### src/rtl/cla_pkg.sv
package cla_pkg;

  // Number of bits that one lookahead group covers.
  localparam int unsigned GRP_BITS = 4;

  // Number of groups for a given operand width.
  function automatic int unsigned grp_count(input int unsigned width);
    return width / GRP_BITS;
  endfunction

endpackage

### src/rtl/cla_bit_terms.sv
// Per-bit generate, propagate (inclusive OR) and half-sum terms.
module cla_bit_terms #(
  parameter int unsigned WIDTH = 16
) (
  input  logic [WIDTH-1:0] op_x,
  input  logic [WIDTH-1:0] op_y,
  output logic [WIDTH-1:0] gen,
  output logic [WIDTH-1:0] prop,
  output logic [WIDTH-1:0] half
);

  genvar i;
  generate
    for (i = 0; i < WIDTH; i++) begin : g_bit
      assign gen[i]  = op_x[i] & op_y[i];
      assign prop[i] = op_x[i] | op_y[i];
      assign half[i] = op_x[i] ^ op_y[i];
    end
  endgenerate

endmodule

### src/rtl/cla_group4.sv
// One four-bit lookahead generator: flat carries into bits 1..3 and the
// group generate / propagate pair handed to the upper level.
module cla_group4 (
  input  logic [3:0] gen,
  input  logic [3:0] prop,
  input  logic       c_base,
  output logic [3:0] c_bits,
  output logic       grp_gen,
  output logic       grp_prop
);

  always_comb begin
    c_bits[0] = c_base;
    c_bits[1] = gen[0] | (prop[0] & c_base);
    c_bits[2] = gen[1]
              | (prop[1] & gen[0])
              | (prop[1] & prop[0] & c_base);
    c_bits[3] = gen[2]
              | (prop[2] & gen[1])
              | (prop[2] & prop[1] & gen[0])
              | (prop[2] & prop[1] & prop[0] & c_base);
  end

  assign grp_gen = gen[3]
                 | (prop[3] & gen[2])
                 | (prop[3] & prop[2] & gen[1])
                 | (prop[3] & prop[2] & prop[1] & gen[0]);

  assign grp_prop = prop[3] & prop[2] & prop[1] & prop[0];

endmodule

### src/rtl/cla_upper.sv
// Second lookahead level: carry into every group as a flat OR of products
// of group terms and the external carry, no chaining between groups.
module cla_upper #(
  parameter int unsigned NGRP = 4
) (
  input  logic [NGRP-1:0] grp_gen,
  input  logic [NGRP-1:0] grp_prop,
  input  logic            c_ext,
  output logic [NGRP:0]   grp_carry
);

  always_comb begin
    grp_carry[0] = c_ext;
    for (int k = 1; k <= NGRP; k++) begin
      logic acc;
      logic term;
      acc = 1'b0;
      for (int j = 0; j < k; j++) begin
        term = grp_gen[j];
        for (int m = j + 1; m < k; m++) begin
          term = term & grp_prop[m];
        end
        acc = acc | term;
      end
      term = c_ext;
      for (int m = 0; m < k; m++) begin
        term = term & grp_prop[m];
      end
      grp_carry[k] = acc | term;
    end
  end

endmodule

### src/rtl/cla_adder.sv
module cla_adder #(
  parameter int unsigned WIDTH = 16
) (
  input  logic [WIDTH-1:0] opa,
  input  logic [WIDTH-1:0] opb,
  input  logic             carry_in,
  input  logic             sub_en,
  output logic [WIDTH-1:0] result,
  output logic             carry_out,
  output logic             overflow
);

  import cla_pkg::*;

  localparam int unsigned NGRP = grp_count(WIDTH);

  logic [WIDTH-1:0] opb_eff;
  logic             c_first;
  logic [WIDTH-1:0] gen, prop, half;
  logic [WIDTH-1:0] bit_carry;
  logic [NGRP-1:0]  grp_gen, grp_prop;
  logic [NGRP:0]    grp_carry;

  assign opb_eff = sub_en ? ~opb : opb;
  assign c_first = sub_en | carry_in;

  cla_bit_terms #(.WIDTH(WIDTH)) u_terms (
    .op_x (opa),
    .op_y (opb_eff),
    .gen  (gen),
    .prop (prop),
    .half (half)
  );

  genvar g;
  generate
    for (g = 0; g < NGRP; g++) begin : g_grp
      cla_group4 u_grp (
        .gen      (gen [g*GRP_BITS +: GRP_BITS]),
        .prop     (prop[g*GRP_BITS +: GRP_BITS]),
        .c_base   (grp_carry[g]),
        .c_bits   (bit_carry[g*GRP_BITS +: GRP_BITS]),
        .grp_gen  (grp_gen[g]),
        .grp_prop (grp_prop[g])
      );
    end
  endgenerate

  cla_upper #(.NGRP(NGRP)) u_upper (
    .grp_gen   (grp_gen),
    .grp_prop  (grp_prop),
    .c_ext     (c_first),
    .grp_carry (grp_carry)
  );

  assign result    = half ^ bit_carry;
  assign carry_out = grp_carry[NGRP];
  assign overflow  = bit_carry[WIDTH-1] ^ grp_carry[NGRP];

endmodule

### config.mk
export PLATFORM = sky130hd
export DESIGN_NAME = cla_adder
export DESIGN_NICKNAME = d
export VERILOG_FILES = /design/src/rtl/cla_pkg.sv /design/src/rtl/cla_bit_terms.sv /design/src/rtl/cla_group4.sv /design/src/rtl/cla_upper.sv /design/src/rtl/cla_adder.sv
export SDC_FILE = /design/constraint.sdc
export NUM_CORES = 1
export LEC_CHECK = 0
export BUFFER_PORTS_ARGS = -buffer_cell sky130_fd_sc_hd__buf_2
export CAP_MARGIN = 20
export CORE_ASPECT_RATIO = 0.9
export CORE_MARGIN = 10
export CORE_UTILIZATION = 47
export DETAILED_ROUTE_END_ITERATION = 16
export PLACE_DENSITY = 0.86
export SYNTH_ARGS = -nofsm -noshare
export SYNTH_HDL_FRONTEND = slang
export SYNTH_SLANG_ARGS = --single-unit
### constraint.sdc
create_clock -name vclk -period 5.9
set_clock_uncertainty 0.05 [all_clocks]
set_input_delay 1.77 -clock vclk [all_inputs]
set_output_delay 1.77 -clock vclk [all_outputs]
set_load 0.1 [all_outputs]
==> summary.txt, run 1 <==
Floorplanning
  – Starting Density: between 50% and 60%
  – Die Width: 75.3 um
  – Die Y: between 60 and 70 um
  – Num rows: 17
  – Number of primary I/O pins: 52

Synth
  – Post-synthesis sequential area ratio: 0%
  – Synth cell types: 38
  – Mux cell area share after synthesis: between 1.5 and 2%
  – Adder-cell share of the synthesized area: a little over a third
  – Top post-synthesis cells by area: ha_1 30%, inv_1 12%, xor2_1 10%
  – Top-count cell post-synth: inv_1
  – Simple-gate share of the synthesized area: 15.4%
  – Synth area leader: ha_1
  – Synthesized area: about 0.0013 mm^2
  – Commonest cells in the netlist: 42 x inv_1, 31 x ha_1, 15 x xor2_1
  – Mapped Cells: 163
  – Syn nets: approximately 230
  – Synth Area in Compound Gates: between 10% and 20%
  – Ys Warns: 0
  – Combinational family with the most area after synthesis: adder cells
  – Synth Area in XOR/XNOR: around 18%
  – Mean Syn Cell Area: 7.94 um^2
  – Synth top area share: around 30%

STA
  – Worst endpoint type: top-level output
  – Post-GRT worst EP: result[15]

Placement
  – GPL Wtd Cong: just over 0.8
  – Dpl hpwl: slightly above 4 mm
  – I/O Buffers: 52
  – DP Cell Count: around 270

Run status
  – Log Error: [ERROR DPL-0033] detailed placement checks failed during check placement.
  – Exit stage: global routing (5_1_grt)
  – Status: stopped before the end

Global route
  – Initial antenna violation count: 0
  – Largest net degree at the start of global routing: 10

Clock tree
  – Hold_buf cts: 0
[timing repair]
item	CTS
pin swaps	14
gates resized for setup	18
endpoints found under the setup margin	14
setup buffers	3
[logic make-up after synthesis]
| family | after synthesis |
|---|---|
| buffers and inverters | 44 |
| adders and majority gates | 35 |
| and+or+nand+nor | 33 |
| xor gates and xnor gates | 26 |
| AOI/OAI and AO/OA | 23 |
| muxes | 2 |
[through the flow]
step / util [%] / hold WS, ps / worst slack, ps / cell area (um^2)
after global placement: 88.1 / 4010 / -134 / 2230
after CTS: 92.2 / 4020 / -22.2 / 2330
after detailed placement: 88.1 / 4010 / -305 / 2230
after floorplan: - / 3940 / -185 / 1570
==> inputs of run 2 (changes only) <==
--- a/config.mk
+++ b/config.mk
@@ -7,11 +7,10 @@
 export LEC_CHECK = 0
 export BUFFER_PORTS_ARGS = -buffer_cell sky130_fd_sc_hd__buf_2
 export CAP_MARGIN = 20
-export CORE_ASPECT_RATIO = 0.9
-export CORE_MARGIN = 10
-export CORE_UTILIZATION = 47
+export CORE_AREA = 10 10 71 73
 export DETAILED_ROUTE_END_ITERATION = 16
-export PLACE_DENSITY = 0.86
+export DIE_AREA = 0 0 81 83
+export PLACE_DENSITY_LB_ADDON = 0.15
 export SYNTH_ARGS = -nofsm -noshare
 export SYNTH_HDL_FRONTEND = slang
 export SYNTH_SLANG_ARGS = --single-unit
==> constraint.sdc (replaced) <==
create_clock -name vclk -period 7.65
set_clock_uncertainty 0.05 [all_clocks]
set_input_delay 2.295 -clock vclk [all_inputs]
set_output_delay 2.295 -clock vclk [all_outputs]
set_load 0.1 [all_outputs]
==> run 2 against run 1 <==
Net effect: the flow now finishes without violations; synthesized area unchanged; synthesized cell count unchanged.
==> summary.txt, run 2 <==
Run status
  – Status: complete, no violations

Setup path
  – Worst Path Max Fanout: 12
  – WP data arrival: 4950 ps
  – Critical path's top delay family: adder cells
  – Critical Path Source Type: input port
  – Most used cell, CP: inv_1
  – Bufs and invs on worst path: 4
  – Worst setup EP type: output port
  – Crit Path Category: input port to output port
  – CP Depth: 11
  – Critical-path top delay cell: fa_1
  – Delay of the slowest critical-path stage: between 500 and 600 ps
  – Crit path cell chain: buf_2, xor2_1, inv_1, ha_1, or2_2, a2111oi_4, or3_4, inv_1, o31ai_1, fa_1, buf_12
  – CP required: ~5300 ps

STA
  – Slew margin rel.: 66.7%
  – Fin crit share: a little over nine tenths
  – Achievable Freq: about 140 MHz
  – Setup violators final: 0
  – Fin crit period: roughly 7300 ps
  – Setup_tns: 0 ps
  – Pins Over Slew Limit: 0
  – Unrepaired setup endpoints after global routing: no
  – Final hold viol count: 0
  – Worst slew pin tran: 493 ps

Detailed routing
  – Final routed DRC violation total: 0
  – Total wire length: just over 3 mm
  – Routed Antenna Nets: 0
  – DRT iter0 DRCs: 20
  – Post-DR vias/cell: approximately 4.5
  – TritonRoute pass-1 iters: 4
  – Met3 routed WL: 259 um
  – Max Used Layer: met3
  – Met1 WL: ~1.2 mm
  – Via Count: 1186
  – Avg WL per Cell: 11.7 um
  – Met2 Wirelength: about 1.6 mm

Power and ir drop
  – P_int: 0.133 mW
  – Clock power share: 0%
  – Logic pwr share: 100.0%
  – Power per cell area: approximately 240 mW/mm^2
  – P_leak: a little under 1 nW
  – Sw frac: 69.6%
  – Maximum VDD drop: 0.000147 V
  – Psw: roughly 0.31 mW
  – Flop pwr share: 0%

Synth
  – Synthesized area: 0.00129 mm^2 (unchanged)
  – Mapped Cells: 163 (unchanged)
  – Syn nets: 232 (unchanged)
  – Mean Syn Cell Area: 7.94 um^2 (unchanged)
  – Synth cell types: 38 (unchanged)
  – Synth area leader: ha_1
  – Commonest cells in the netlist: 42 x inv_1, 31 x ha_1, 15 x xor2_1
  – Top-count cell post-synth: inv_1
  – Ys Warns: 0 (unchanged)
  – Synth top area share: 30.0% (unchanged)
  – Post-synthesis sequential area ratio: 0% (unchanged)
  – Top post-synthesis cells by area: ha_1 30%, inv_1 12%, xor2_1 10%

Layout
  – ANT cells: 0
  – Seq_cells: 0
  – Commonest cells after routing, fill and taps aside: 44 x buf_2, 42 x inv_1, 31 x ha_1, 12 x xor2_1, 9 x nor2_1
  – Area delta synth->final: 41.9%
  – Clock buf count: 0
  – Multi-input logic area: about 0.0012 mm^2
  – Filler instances: 384
  – Most common cell after layout, fill and taps aside: buf_2
  – Final nets: 285
  – Final Instance Area: between 0.0015 and 0.002 mm^2
  – Share of layout cells above drive strength 1: between 30 and 40%
  – Sequential cell area: 0 um^2

Global route
  – Initial antenna violation count: 0
  – Gr ovfl total: 0
  – Total track usage: 8.83%
  – First-pass GRT wire length: about 5.3 mm
  – Vias in the first global route: about 1300
  – Largest net degree at the start of global routing: 13

Placement
  – Dpl hpwl: 2.92 mm (-29%)
  – I/O Buffers: 52 (unchanged)
  – GPL Wtd Cong: 0.760 (-5.7%)
  – Dpl cell area: 0.00184 mm^2 (-18%)

Floorplanning
  – Num rows: 22 (+5)
  – Starting Density: 35.6% (-16 points)
  – Core area: roughly 0.0036 mm^2
  – Die Area: about 0.0067 mm^2
  – Number of primary I/O pins: 52 (unchanged)
  – Die Width: 81 um (+7.6%)
  – Die Y: 83 um (+19%)

Clock tree
  – Setup Buffers After CTS: 0 (-3)
  – Hold_buf cts: 0 (unchanged)
  – CTS resizes: 0 (-18)

Run
  – Max Cap Viol: 0

Min path
  – Hold depth: 3
  – Worst Hold Class: input port to output port
-- run 2: cell counts after synthesis --
No cell type changed its count.
-- run 2: logic make-up after synthesis --
family                   synth area share [%]
multiplexers                             1.93
XOR/XNOR                                 17.6
buffers and inverters                    13.3
AO/OA/AOI/OAI                            15.6
AND/OR/NAND/NOR                          15.4
adder cells (fa/ha/maj)                  36.2
-- run 2: final cells by class --
type	instances	share of cell area, %
inverters	42	8.59
multi-input cells	119	67.0
well taps	48	3.27
repair buffers	53	21.1
-- run 2: per-stage QoR --
step	util (%)	hold slack (ps)	total power [mW]	instances	setup slack [ps]
2_1_floorplan	-	5020	0.337	163	-48.4
3_3_place_gp	50.5	5090	0.442	262	318
3_5_place_dp	50.5	5100	0.443	262	327
4_1_cts	50.5	5100	0.444	262	310
5_1_grt	50.5	5110	0.461	262	154
6_report	50.5	5090	0.438	262	358
-- run 2: tightest hold or removal path, delay by kind of cell --
kind	cells	cell delay (ps)
buffers and inverters	2	310
adder cells (fa/ha/maj)	1	240
-- run 2: power by group through the flow --
stage          Combinational, mW  Sequential [mW]  Clock (mW)
3_3_place_gp               0.442                0           0
5_1_grt                    0.461                0           0
6_report                   0.438                0           0
4_1_cts                    0.444                0           0
3_5_place_dp               0.443                0           0
2_1_floorplan              0.337                0           0
-- run 2: worst paths after layout --
| path | from | endpoint |
|---|---|---|
| worst min-delay path | opa[8] | result[8] |
| worst max-delay path | sub_en | result[8] |
-- run 2: layer usage --
layer | vias up | GRT usage [%]
li1 | 617 | -
met1 | 537 | 10.5
met2 | 32 | 16.1
met3 | 0 | 2.16
met4 | 0 | 0.313
met5 | - | 0
(Power assumes the default switching activity.)
==> inputs of run 3 (changes only) <==
==> constraint.sdc (replaced) <==
create_clock -name vclk -period 8
set_clock_uncertainty 0.05 [all_clocks]
set_input_delay 2.4 -clock vclk [all_inputs]
set_output_delay 2.4 -clock vclk [all_outputs]
set_load 0.1 [all_outputs]
==> run 3 against run 2 <==
Net effect: combinational power decreased by 16%; critical path depth rose by 1; setup slack improved by 150 ps; count of clock-buffer cells in the layout unchanged; core utilization shrank 4.0 points; highest routed layer unchanged.
==> summary.txt, run 3 (synthesis results as in run 2) <==
Detailed routing
  – Avg WL per Cell: 10.8 um (-7.1%)
  – Routed Antenna Nets: 0 (unchanged)
  – TritonRoute pass-1 iters: 2 (-2)
  – Total wire length: 2.84 mm (-7.1%)
  – Final routed DRC violation total: 0 (unchanged)
  – DRT iter0 DRCs: 13 (-35%)
  – Via Count: 1151 (-3.0%)
  – Post-DR vias/cell: 4.39 (-3.0%)

Global route
  – First-pass GRT wire length: 5.11 mm (-3.1%)
  – Vias in the first global route: 1252 (-0.40%)
  – Initial antenna violation count: 0 (unchanged)
  – Gr ovfl total: 0 (unchanged)
  – Total track usage: 8.49% (-0.34 points)
  – Largest net degree at the start of global routing: 14 (+1)

Setup path
  – Worst Path Max Fanout: 13 (+1)
  – CP required: 5550 ps (+240 ps)
  – Crit Path Category: input port to output port
  – Critical-path top delay cell: fa_1
  – Worst setup EP type: output port
  – Most used cell, CP: buf_2
  – Critical Path Source Type: input port
  – Crit path cell chain: buf_2, buf_4, xor2_1, inv_1, ha_1, nor2_1, nand2_1, o211ai_1, a21oi_4, fa_1, xnor2_2, buf_2
  – Bufs and invs on worst path: 4 (unchanged)
  – Critical path's top delay family: buffers and inverters
  – Delay of the slowest critical-path stage: 440 ps (-90 ps)
  – WP data arrival: 5040 ps (+90 ps)

Min path
  – Worst Hold Class: input port to output port

Power and ir drop
  – Sw frac: 76.6% (+7.0 points)
  – Maximum VDD drop: 0.000129 V (-13%)
  – Flop pwr share: 0% (unchanged)
  – Total power: 0.366 mW (-17%)
  – P_int: 0.0854 mW (-36%)
  – Clock power share: 0% (unchanged)
  – Power per cell area: 216 mW/mm^2 (-9.4%)
  – Logic pwr share: 100.0% (about the same)
  – Psw: 0.280 mW (-8.1%)
  – P_leak: 0.943 nW (-4.4%)

STA
  – Final worst slack: 508 ps (+149 ps)
  – Final hold viol count: 0 (unchanged)
  – Pins Over Slew Limit: 0 (unchanged)
  – Setup violators final: 0 (unchanged)
  – Worst hold margin: 5330 ps (+237 ps)
  – Setup_tns: 0 ps (unchanged)
  – Worst slew pin tran: 494 ps (+1.67 ps)
  – Fin crit share: 93.7%
  – Slew margin rel.: 67.3% (+0.53 points)
  – Fin crit period: approximately 7500 ps
  – Unrepaired setup endpoints after global routing: no
  – Achievable Freq: about 130 MHz

Floorplanning
  – Die Width: 81 um (unchanged)
  – Num rows: 22 (unchanged)
  – Die Y: 83 um (unchanged)
  – Core area: 0.00363 mm^2 (unchanged)
  – Number of primary I/O pins: 52 (unchanged)
  – Starting Density: 35.6% (unchanged)
  – Die Area: 0.00672 mm^2 (unchanged)

Layout
  – Clock buf count: 0 (unchanged)
  – Filler instances: 396 (+3.1%)
  – ANT cells: 0 (unchanged)
  – Final nets: 285 (unchanged)
  – Share of layout cells above drive strength 1: 33.2% (-0.47 points)
  – Most common cell after layout, fill and taps aside: buf_2
  – Area delta synth->final: 30.7%
  – Sequential cell area: 0 um^2 (unchanged)
  – Commonest cells after routing, fill and taps aside: 51 x buf_2, 42 x inv_1, 31 x ha_1, 12 x xor2_1, 9 x nor2_1
  – Seq_cells: 0 (unchanged)

Placement
  – Place WS: 468 ps (+140 ps)
  – Dpl hpwl: 2.68 mm (-8.2%)
  – I/O Buffers: 52 (unchanged)
  – GPL Wtd Cong: 0.742 (-2.4%)

Run status
  – Status: complete, no violations

Clock tree
  – Setup Buffers After CTS: 0 (unchanged)
  – Hold_buf cts: 0 (unchanged)
  – CTS resizes: 0 (unchanged)

Run
  – Max Cap Viol: 0 (unchanged)
-- run 3: cell type report --
type / count / area, um^2 / area share, %
inverter: 42 / 158 / 9.33
timing repair buffer: 53 / 283 / 16.7
multi-input combinational: 119 / 1190 / 70.4
tap: 48 / 60.1 / 3.55
-- run 3: final timing paths --
kind,startpoint,to,depth (start not counted)
max,sub_en,result[13],12
min,opa[1],result[1],4
-- run 3: through the flow --
stage	instance area [um^2]	utilization [%]	cells
global route	1690	46.5	262
floorplan	1360	-	163
global placement	1690	46.5	262
detailed placement	1690	46.5	262
CTS	1690	46.5	262
finish	1690	46.5	262
-- run 3: power groups by stage --
stage	Sequential, mW	Combinational (mW)	Clock, mW
2_1_floorplan	0	0.312	0
3_3_place_gp	0	0.370	0
3_5_place_dp	0	0.369	0
4_1_cts	0	0.370	0
5_1_grt	0	0.388	0
6_report	0	0.366	0
-- run 3: tightest hold or removal path: stages --
cell and delay (ps):
buf_2 100, ha_1 140, xnor2_1 50, buf_2 280
-- run 3: per-layer routing --
| layer | vias up | track usage [%] | wire length, um | share of wire [%] |
|---|---|---|---|---|
| met2 | 28 | 16.4 | 1430 | 50 |
| met5 | - | 0 | 0 | 0 |
| met1 | 504 | 9.41 | 1190 | 42 |
| met4 | 0 | 0 | 0 | 0 |
| met3 | 0 | 1.94 | 221 | 7.8 |
| li1 | 619 | - | - | - |
